==> src/rtl/ivdr_pkg.sv <==
package ivdr_pkg;
    localparam int DATA_W = 16;
    localparam int EN_W   = 5;

    typedef enum logic [1:0] {
        SEL_MASK   = 2'd0,
        SEL_STATUS = 2'd1,
        SEL_VECTOR = 2'd2,
        SEL_DMA    = 2'd3
    } reg_sel_e;

    localparam int FLG_RX_READY = 3;
    localparam int FLG_TX_READY = 4;
    localparam int BUSY_POS     = 12;
    localparam int RXDMA_POS    = 15;
    localparam int TXDMA_POS    = 7;

    // positions that hold a real sticky flag
    localparam logic [DATA_W-1:0] FLAG_DEF = 16'h8E1E;
endpackage

==> src/rtl/ivdr_prio_enc.sv <==
module ivdr_prio_enc #(
    parameter int W     = 5,
    parameter int OUT_W = 16
) (
    input  logic [W-1:0]     pend,
    output logic [W-1:0]     first_oh,
    output logic [OUT_W-1:0] vec_idx
);
    // scan from top so the lowest set bit is the last to assign
    always_comb begin
        first_oh = '0;
        vec_idx  = '0;
        for (int i = W - 1; i >= 0; i--) begin
            if (pend[i]) begin
                first_oh    = '0;
                first_oh[i] = 1'b1;
                vec_idx     = OUT_W'(i + 1);
            end
        end
    end
endmodule

==> src/rtl/ivdr_status_reg.sv <==
module ivdr_status_reg
    import ivdr_pkg::*;
#(
    parameter int W = DATA_W
) (
    input  logic         clk,
    input  logic         rst,
    input  logic [W-1:0] set_pulse,
    input  logic [W-1:0] ack_clr,
    output logic [W-1:0] status_q
);
    localparam logic [W-1:0] DEF = W'(FLAG_DEF);

    always_ff @(posedge clk) begin
        if (rst) begin
            status_q <= '0;
        end else begin
            // set applied after the clear: a same-cycle pulse wins
            status_q <= (status_q & ~ack_clr) | (set_pulse & DEF);
        end
    end
endmodule

==> src/rtl/ivdr_cfg_regs.sv <==
module ivdr_cfg_regs
    import ivdr_pkg::*;
#(
    parameter int MW = EN_W
) (
    input  logic          clk,
    input  logic          rst,
    input  logic          mask_we,
    input  logic          dma_we,
    input  logic [MW-1:0] mask_wd,
    input  logic          rxdma_wd,
    input  logic          txdma_wd,
    output logic [MW-1:0] mask_q,
    output logic          rxdma_q,
    output logic          txdma_q
);
    always_ff @(posedge clk) begin
        if (rst) begin
            mask_q  <= '0;
            rxdma_q <= 1'b0;
            txdma_q <= 1'b0;
        end else if (mask_we) begin
            mask_q <= mask_wd;
        end else if (dma_we) begin
            rxdma_q <= rxdma_wd;
            txdma_q <= txdma_wd;
            if (rxdma_wd) mask_q[FLG_RX_READY] <= 1'b0;
            if (txdma_wd) mask_q[FLG_TX_READY] <= 1'b0;
        end
    end
endmodule

==> src/rtl/irq_vec_dreq.sv <==
module irq_vec_dreq
    import ivdr_pkg::*;
(
    input  logic        clk,
    input  logic        rst,
    input  logic [1:0]  acc_sel,
    input  logic        acc_wr,
    input  logic        acc_rd,
    input  logic [15:0] acc_wdata,
    output logic [15:0] acc_rdata,
    input  logic [15:0] flag_set,
    input  logic        bus_busy,
    output logic        irq,
    output logic        rx_dreq,
    output logic        tx_dreq
);
    reg_sel_e            sel;
    logic [DATA_W-1:0]   status_q;
    logic [EN_W-1:0]     mask_q;
    logic                rxdma_q;
    logic                txdma_q;
    logic [EN_W-1:0]     pending;
    logic [EN_W-1:0]     first_oh;
    logic [DATA_W-1:0]   vec_idx;
    logic [DATA_W-1:0]   ack_clr;
    logic                vec_ack;

    assign sel     = reg_sel_e'(acc_sel);
    assign pending = status_q[EN_W-1:0] & mask_q;
    assign vec_ack = acc_rd && (sel == SEL_VECTOR);
    assign ack_clr = vec_ack ? DATA_W'(first_oh) : '0;

    ivdr_prio_enc #(.W(EN_W), .OUT_W(DATA_W)) u_enc (
        .pend     (pending),
        .first_oh (first_oh),
        .vec_idx  (vec_idx)
    );

    ivdr_status_reg #(.W(DATA_W)) u_status (
        .clk       (clk),
        .rst       (rst),
        .set_pulse (flag_set),
        .ack_clr   (ack_clr),
        .status_q  (status_q)
    );

    ivdr_cfg_regs #(.MW(EN_W)) u_cfg (
        .clk      (clk),
        .rst      (rst),
        .mask_we  (acc_wr && (sel == SEL_MASK)),
        .dma_we   (acc_wr && (sel == SEL_DMA)),
        .mask_wd  (acc_wdata[EN_W-1:0]),
        .rxdma_wd (acc_wdata[RXDMA_POS]),
        .txdma_wd (acc_wdata[TXDMA_POS]),
        .mask_q   (mask_q),
        .rxdma_q  (rxdma_q),
        .txdma_q  (txdma_q)
    );

    always_comb begin
        acc_rdata = '0;
        unique case (sel)
            SEL_MASK:   acc_rdata = DATA_W'(mask_q);
            SEL_STATUS: begin
                acc_rdata           = status_q;
                acc_rdata[BUSY_POS] = bus_busy;
            end
            SEL_VECTOR: acc_rdata = vec_idx;
            SEL_DMA:    begin
                acc_rdata[RXDMA_POS] = rxdma_q;
                acc_rdata[TXDMA_POS] = txdma_q;
            end
        endcase
    end

    assign irq     = |pending;
    assign rx_dreq = rxdma_q & status_q[FLG_RX_READY];
    assign tx_dreq = txdma_q & status_q[FLG_TX_READY];
endmodule

==> config.mk <==
export PLATFORM = sky130hd
export DESIGN_NAME = irq_vec_dreq
export DESIGN_NICKNAME = d
export VERILOG_FILES = /design/src/rtl/ivdr_pkg.sv /design/src/rtl/ivdr_prio_enc.sv /design/src/rtl/ivdr_status_reg.sv /design/src/rtl/ivdr_cfg_regs.sv /design/src/rtl/irq_vec_dreq.sv
export SDC_FILE = /design/constraint.sdc
export NUM_CORES = 1
export LEC_CHECK = 0
export BUFFER_PORTS_ARGS = -buffer_cell sky130_fd_sc_hd__buf_4
export CAP_MARGIN = 20
export CORE_ASPECT_RATIO = 0.6
export CORE_UTILIZATION = 52
export CTS_CLUSTER_SIZE = 40
export DETAILED_ROUTE_END_ITERATION = 10
export GPL_ROUTABILITY_DRIVEN = 0
export PLACE_DENSITY = 0.86
export REMOVE_ABC_BUFFERS = 1
export SETUP_SLACK_MARGIN = 0.15
export SLEW_MARGIN = 20
export SYNTH_ARGS = -nofsm -noshare
export SYNTH_HDL_FRONTEND = slang
export SYNTH_HIERARCHICAL = 1
export SYNTH_SLANG_ARGS = --single-unit
==> constraint.sdc <==
create_clock -name clk -period 2.6 [get_ports clk]
set_input_delay 0.13 -clock clk [delete_from_list [all_inputs] [get_ports clk]]
set_output_delay 0.13 -clock clk [all_outputs]
set_load 0.05 [all_outputs]
; ---- Word level (Yosys, flattened, before mapping)
; Index checks and enable logic that the tools add are counted.
; Widths: inputs -> output; s select.
[word_totals]
reg_bits = 23
inputBits = 39
output_inout_bits = 19
[classes]
n_eq_ne = 3
n_mux = 19
n_bitwise = 7
n_reduce_logical = 11
[ops]
columns = op, count
row1 = $mux 5, 6
row2 = $pmux 7 s3, 1
row3 = $and 16x16->16, 1
row4 = $not 5->16, 1
row5 = $or 16x16->16, 1
row6 = $mux 3, 5
row7 = $pmux 7 s2, 1
row8 = $pmux 1 s4, 2
row9 = $reduce_and 2->1, 3
row10 = $reduce_bool 2->1, 3
row11 = $and 5x5->5, 1
row12 = $reduce_or 5->1, 1
row13 = $eq 2x2->1 const B, 2
row14 = $mux 2, 2
row15 = $logic_and 1x1->1, 3
row16 = $and 1x1->1, 2
row17 = $eq 2x1->1 const B, 1
row18 = $logic_not 2->1, 1
row19 = $mux 1, 2
row20 = $not 1->1, 1

; ---- Logic depth before layout (Yosys ltp)
[logic_depth]
word_depth = 10
depth_mapped = 7
mapped_depth_nobuf = 6

; ---- Modules after synthesis
; Netlist, hierarchy kept.
[by_module_without_submodules]
columns = mod, n_inst, cells_per_inst, area_each_um2, seq_area_each_um2
row1 = ivdr_status_reg, 1, 50, 533.0, 320.3
row2 = irq_vec_dreq, 1, 60, 415.4, 0.0
row3 = ivdr_cfg_regs, 1, 27, 274.0, 140.1
row4 = ivdr_prio_enc, 1, 26, 175.2, 0.0

; ---- Worst setup path after synthesis
; Ideal clock, no wire load.
[synth_timing]
path_type = register -> output
from = reg u_cfg.mask_q[0]
to = out acc_rdata[2]
arrival_ns = 1.579
t_required_ns = 2.470
slack_ns = 0.891
stages_incl_launch_ff = 6
n_path_buf = 0
path_cell_list = dfxtp_1 -> and2_1 -> nor3_2 -> o21a_1 -> a222oi_1 -> nor2_1
[synth_between]
elab_chain_cells = 3
[synth_rtl]
columns = item, line
row1 = start: declaration, ivdr_cfg_regs.sv:13  ; output logic [MW-1:0] mask_q,
row2 = start signal: assignment, ivdr_cfg_regs.sv:23  ; mask_q <= mask_wd;
row3 = $and 5x5->5, irq_vec_dreq.sv:29  ; assign pending = status_q[EN_W-1:0] & mask_q;
row4 = via pending[0], irq_vec_dreq.sv:22  ; logic [EN_W-1:0] pending;
row5 = $mux 3, ivdr_prio_enc.sv:14  ; if (pend[i]) begin
row6 = via vec_idx[2], irq_vec_dreq.sv:24  ; logic [DATA_W-1:0] vec_idx;
row7 = $pmux 7 s3, irq_vec_dreq.sv:62  ; unique case (sel)
row8 = end: declaration, irq_vec_dreq.sv:10  ; output logic [15:0] acc_rdata,
; The timed path passes the listed nets, and every way through them passes these cells.

; ---- Final worst setup path
[layout_timing]
from = reg u_status.status_q[1]
to = out acc_rdata[0]
[layout_between]
elab_chain_cells = 4
[layout_rtl]
columns = item, line
row1 = start: declaration, ivdr_status_reg.sv:10  ; output logic [W-1:0] status_q
row2 = start signal: assignment, ivdr_status_reg.sv:19  ; status_q <= (status_q & ~ack_clr) | (set_pulse & DEF);
row3 = $and 5x5->5, irq_vec_dreq.sv:29
row4 = via pending[1], irq_vec_dreq.sv:22
row5 = $mux 3 (2 in a row), ivdr_prio_enc.sv:14
row6 = via vec_idx[0], irq_vec_dreq.sv:24
row7 = $pmux 7 s3, irq_vec_dreq.sv:62
; The timed path passes the listed nets, and every way through them passes these cells.

==> run_results.csv <==
group,metric,value,unit
clocking,htreeDepth,1,
clocking,cts.repair.resized,0,
global_routing,first_global_vias,1058,
route,drc,0,
route,dr_wl_met3,253,microns
route,drt_pass1_iterations,4,
synth,syn_area_per_cell,8.51,sq um
timing,max_freq,526,MHz
route,vias_per_cell,5.09,
timing,worst_pin_slew,0.578,ns
power_and_ir_drop,ir_worst_vdd,0.311,mV
worst_setup_path,path_buf_inv,1,
floorplanning,coreArea,2330,sq um
final_layout,nNetsFinal,249,
clocking,max-clock-path-buffers,2,
route,wl,2.97,mm
worst_setup_path,cp.required,2.47,ns
clocking,cts_tree,"yes",
worst_setup_path,r2r.worst_path.cells,6,
route,dr_total_vias,1190,
final_layout,fin_cells,234,
placed_design,hpwl,2.27,mm
clocking,cts_made_buffers,3,
clocking,clkSlewWorstSetupHoldPaths,0.07,ns
final_layout,design_area,1670,sq um
placed_design,dp_cells,231,
route,routed.top_layer,"met4",
timing,tns,0,ns
worst_setup_path,cp.arrival,1.77,ns
synth,syn_area,1370,sq um
global_routing,grt_pass1_wl,4.71,mm
timing,fin_crit,1.90,ns
timing,min_period_over_period,73.1,%
timing,setup_viol,0,
timing,skew,0.000933,ns
min_path,whs_path_depth,3,
power_and_ir_drop,power.density,441,nW/um^2
final_layout,fin_util,71.7,%
floorplanning,placementRows,13,
clocking,cts-hold-fix-buffers,0,
worst_setup_path,cp_max_fo,6,
route,wl_met2,1.45,mm
worst_setup_path,cp-start-kind,"flip-flop",
worst_setup_path,crit_family,"simple AND/OR/NAND/NOR gates",
route,post_drt_wl_per_cell,12.7,microns
global_routing,antenna_found_initial,0,
global_routing,track_usage,22.2,%
placed_design,dpl-instance-area,1630,sq um
worst_setup_path,slowest_stage,"dfxtp_1",
status,status,"finished clean",
flow_run,maxCapViolations,0,
global_routing,grt_max_degree,23,
synth,yosysWarnings,6,
floorplanning,die-area,2850,sq um
min_path,hold_path.class,"primary input to flip-flop",
clocking,root_buffer,"clkbuf_8",
global_routing,gr-total-overflow,0,
floorplanning,die_w,68.3,microns
route,drtAntennaViolNets,0,
route,m1WireLength,1.27,mm
final_layout,drive_above_1_share,24.5,%
worst_setup_path,r2r_start,"u_cfg/mask_q[0]",
floorplanning,dieHeight,41.8,microns
clocking,cts.sinks,22,
worst_setup_path,timing.rr.end,"u_status/status_q[3]",
final_layout,area_growth,21.7,%
floorplanning,ios,58,
min_path,min_to,"u_status/status_q[9]",
timing,relSlewSlack,61.4,%
placed_design,port_buffers,40,
clocking,post_cts_buffers,0,
synth,syn_inst,161,
clocking,insertion_delay,0.26,ns
floorplanning,start_util,58.9,%
worst_setup_path,path_class,"flip-flop to output pin",
worst_setup_path,cpPeakStageDelay,0.37,ns
timing,rsz0062_at_grt,"no",
timing,hold_viol_final,0,
timing,drv_slew,0,
worst_setup_path,path_cells,"and2_1, nor2b_1, a21oi_1, a222oi_1, nor2_1, buf_4",
final_layout,n_antenna_cell,0,
worst_setup_path,r2r_slack,1.21,ns
worst_setup_path,cp-end-kind,"output pin",
min_path,min_from,"flag_set[9]",
power_and_ir_drop,power.leakage,0.791,nW
route,drt_iter0_drc,84,
-- routing by layer --
layer,up-vias,global-route usage [%]
li1,599,-
met1,543,26.7
met2,46,38.8
met3,2,7.14
met4,0,2.92
met5,-,0
-- power breakdown --
part	internal, W	switching [W]
combinational	0.0000678	0.000101
clock	0.000103	0.000104
sequential	0.000349	0.00000963
-- sequential cells by signal (all words and copies together) (netlist names) --
name               flops
u_cfg/mask_q           5
u_cfg/rxdma_q          1
u_cfg/txdma_q          1
u_status/status_q     15
-- how the worst max path moves through the flow --
stage / end / cells past startpoint / start / slack [ns]
3_5_place_dp: acc_rdata[0] / 6 / u_status/status_q[1] / 0.99
2_1_floorplan: acc_rdata[2] / 5 / u_cfg/mask_q[0] / 0.88
6_report: acc_rdata[0] / 6 / u_status/status_q[1] / 0.70
4_1_cts: acc_rdata[0] / 6 / u_status/status_q[1] / 0.70
3_3_place_gp: acc_rdata[0] / 6 / u_status/status_q[1] / 1.04
5_1_grt: acc_rdata[0] / 6 / u_status/status_q[1] / 0.54
-- per-stage QoR --
stage	setup slack, ns	power [W]	hold slack [ns]
floorplan	0.876	0.000468	0.199
global placement	1.04	0.000530	0.365
detailed placement	0.994	0.000534	0.374
CTS	0.701	0.000745	0.0958
global route	0.542	0.000775	0.0983
finish	0.699	0.000735	0.106
-- cell type report --
type                       count  area (sq um)
clock buffer                   3          41.3
fill                         182           658
inverter                      10          37.5
multi-input combinational    128           803
sequential                    22           440
tap                           30          37.5
timing repair buffer          41           308
-- cell usage in the layout, fill, tap and decap left out, drive strengths merged, types with 2 or more instances in the layout --
cell    instances
ha              4
nor2           17
clkbuf          3
nand2b          9
nor2b           9
and3            5
nand3b          2
nand2           4
dfxtp          22
and2           10
a22oi           9
mux2i           5
buf            41
a222oi          7
nor3b           8
conb           23
inv            10
a21oi          11
-- worst register-to-register path, delay by kind of cell, from the launching register on --
kind            cells  cell delay (ns)
simple gates        5             0.83
flops               1             0.37
compound gates      1             0.13
Note: power is estimated with default switching activity, not from simulation.
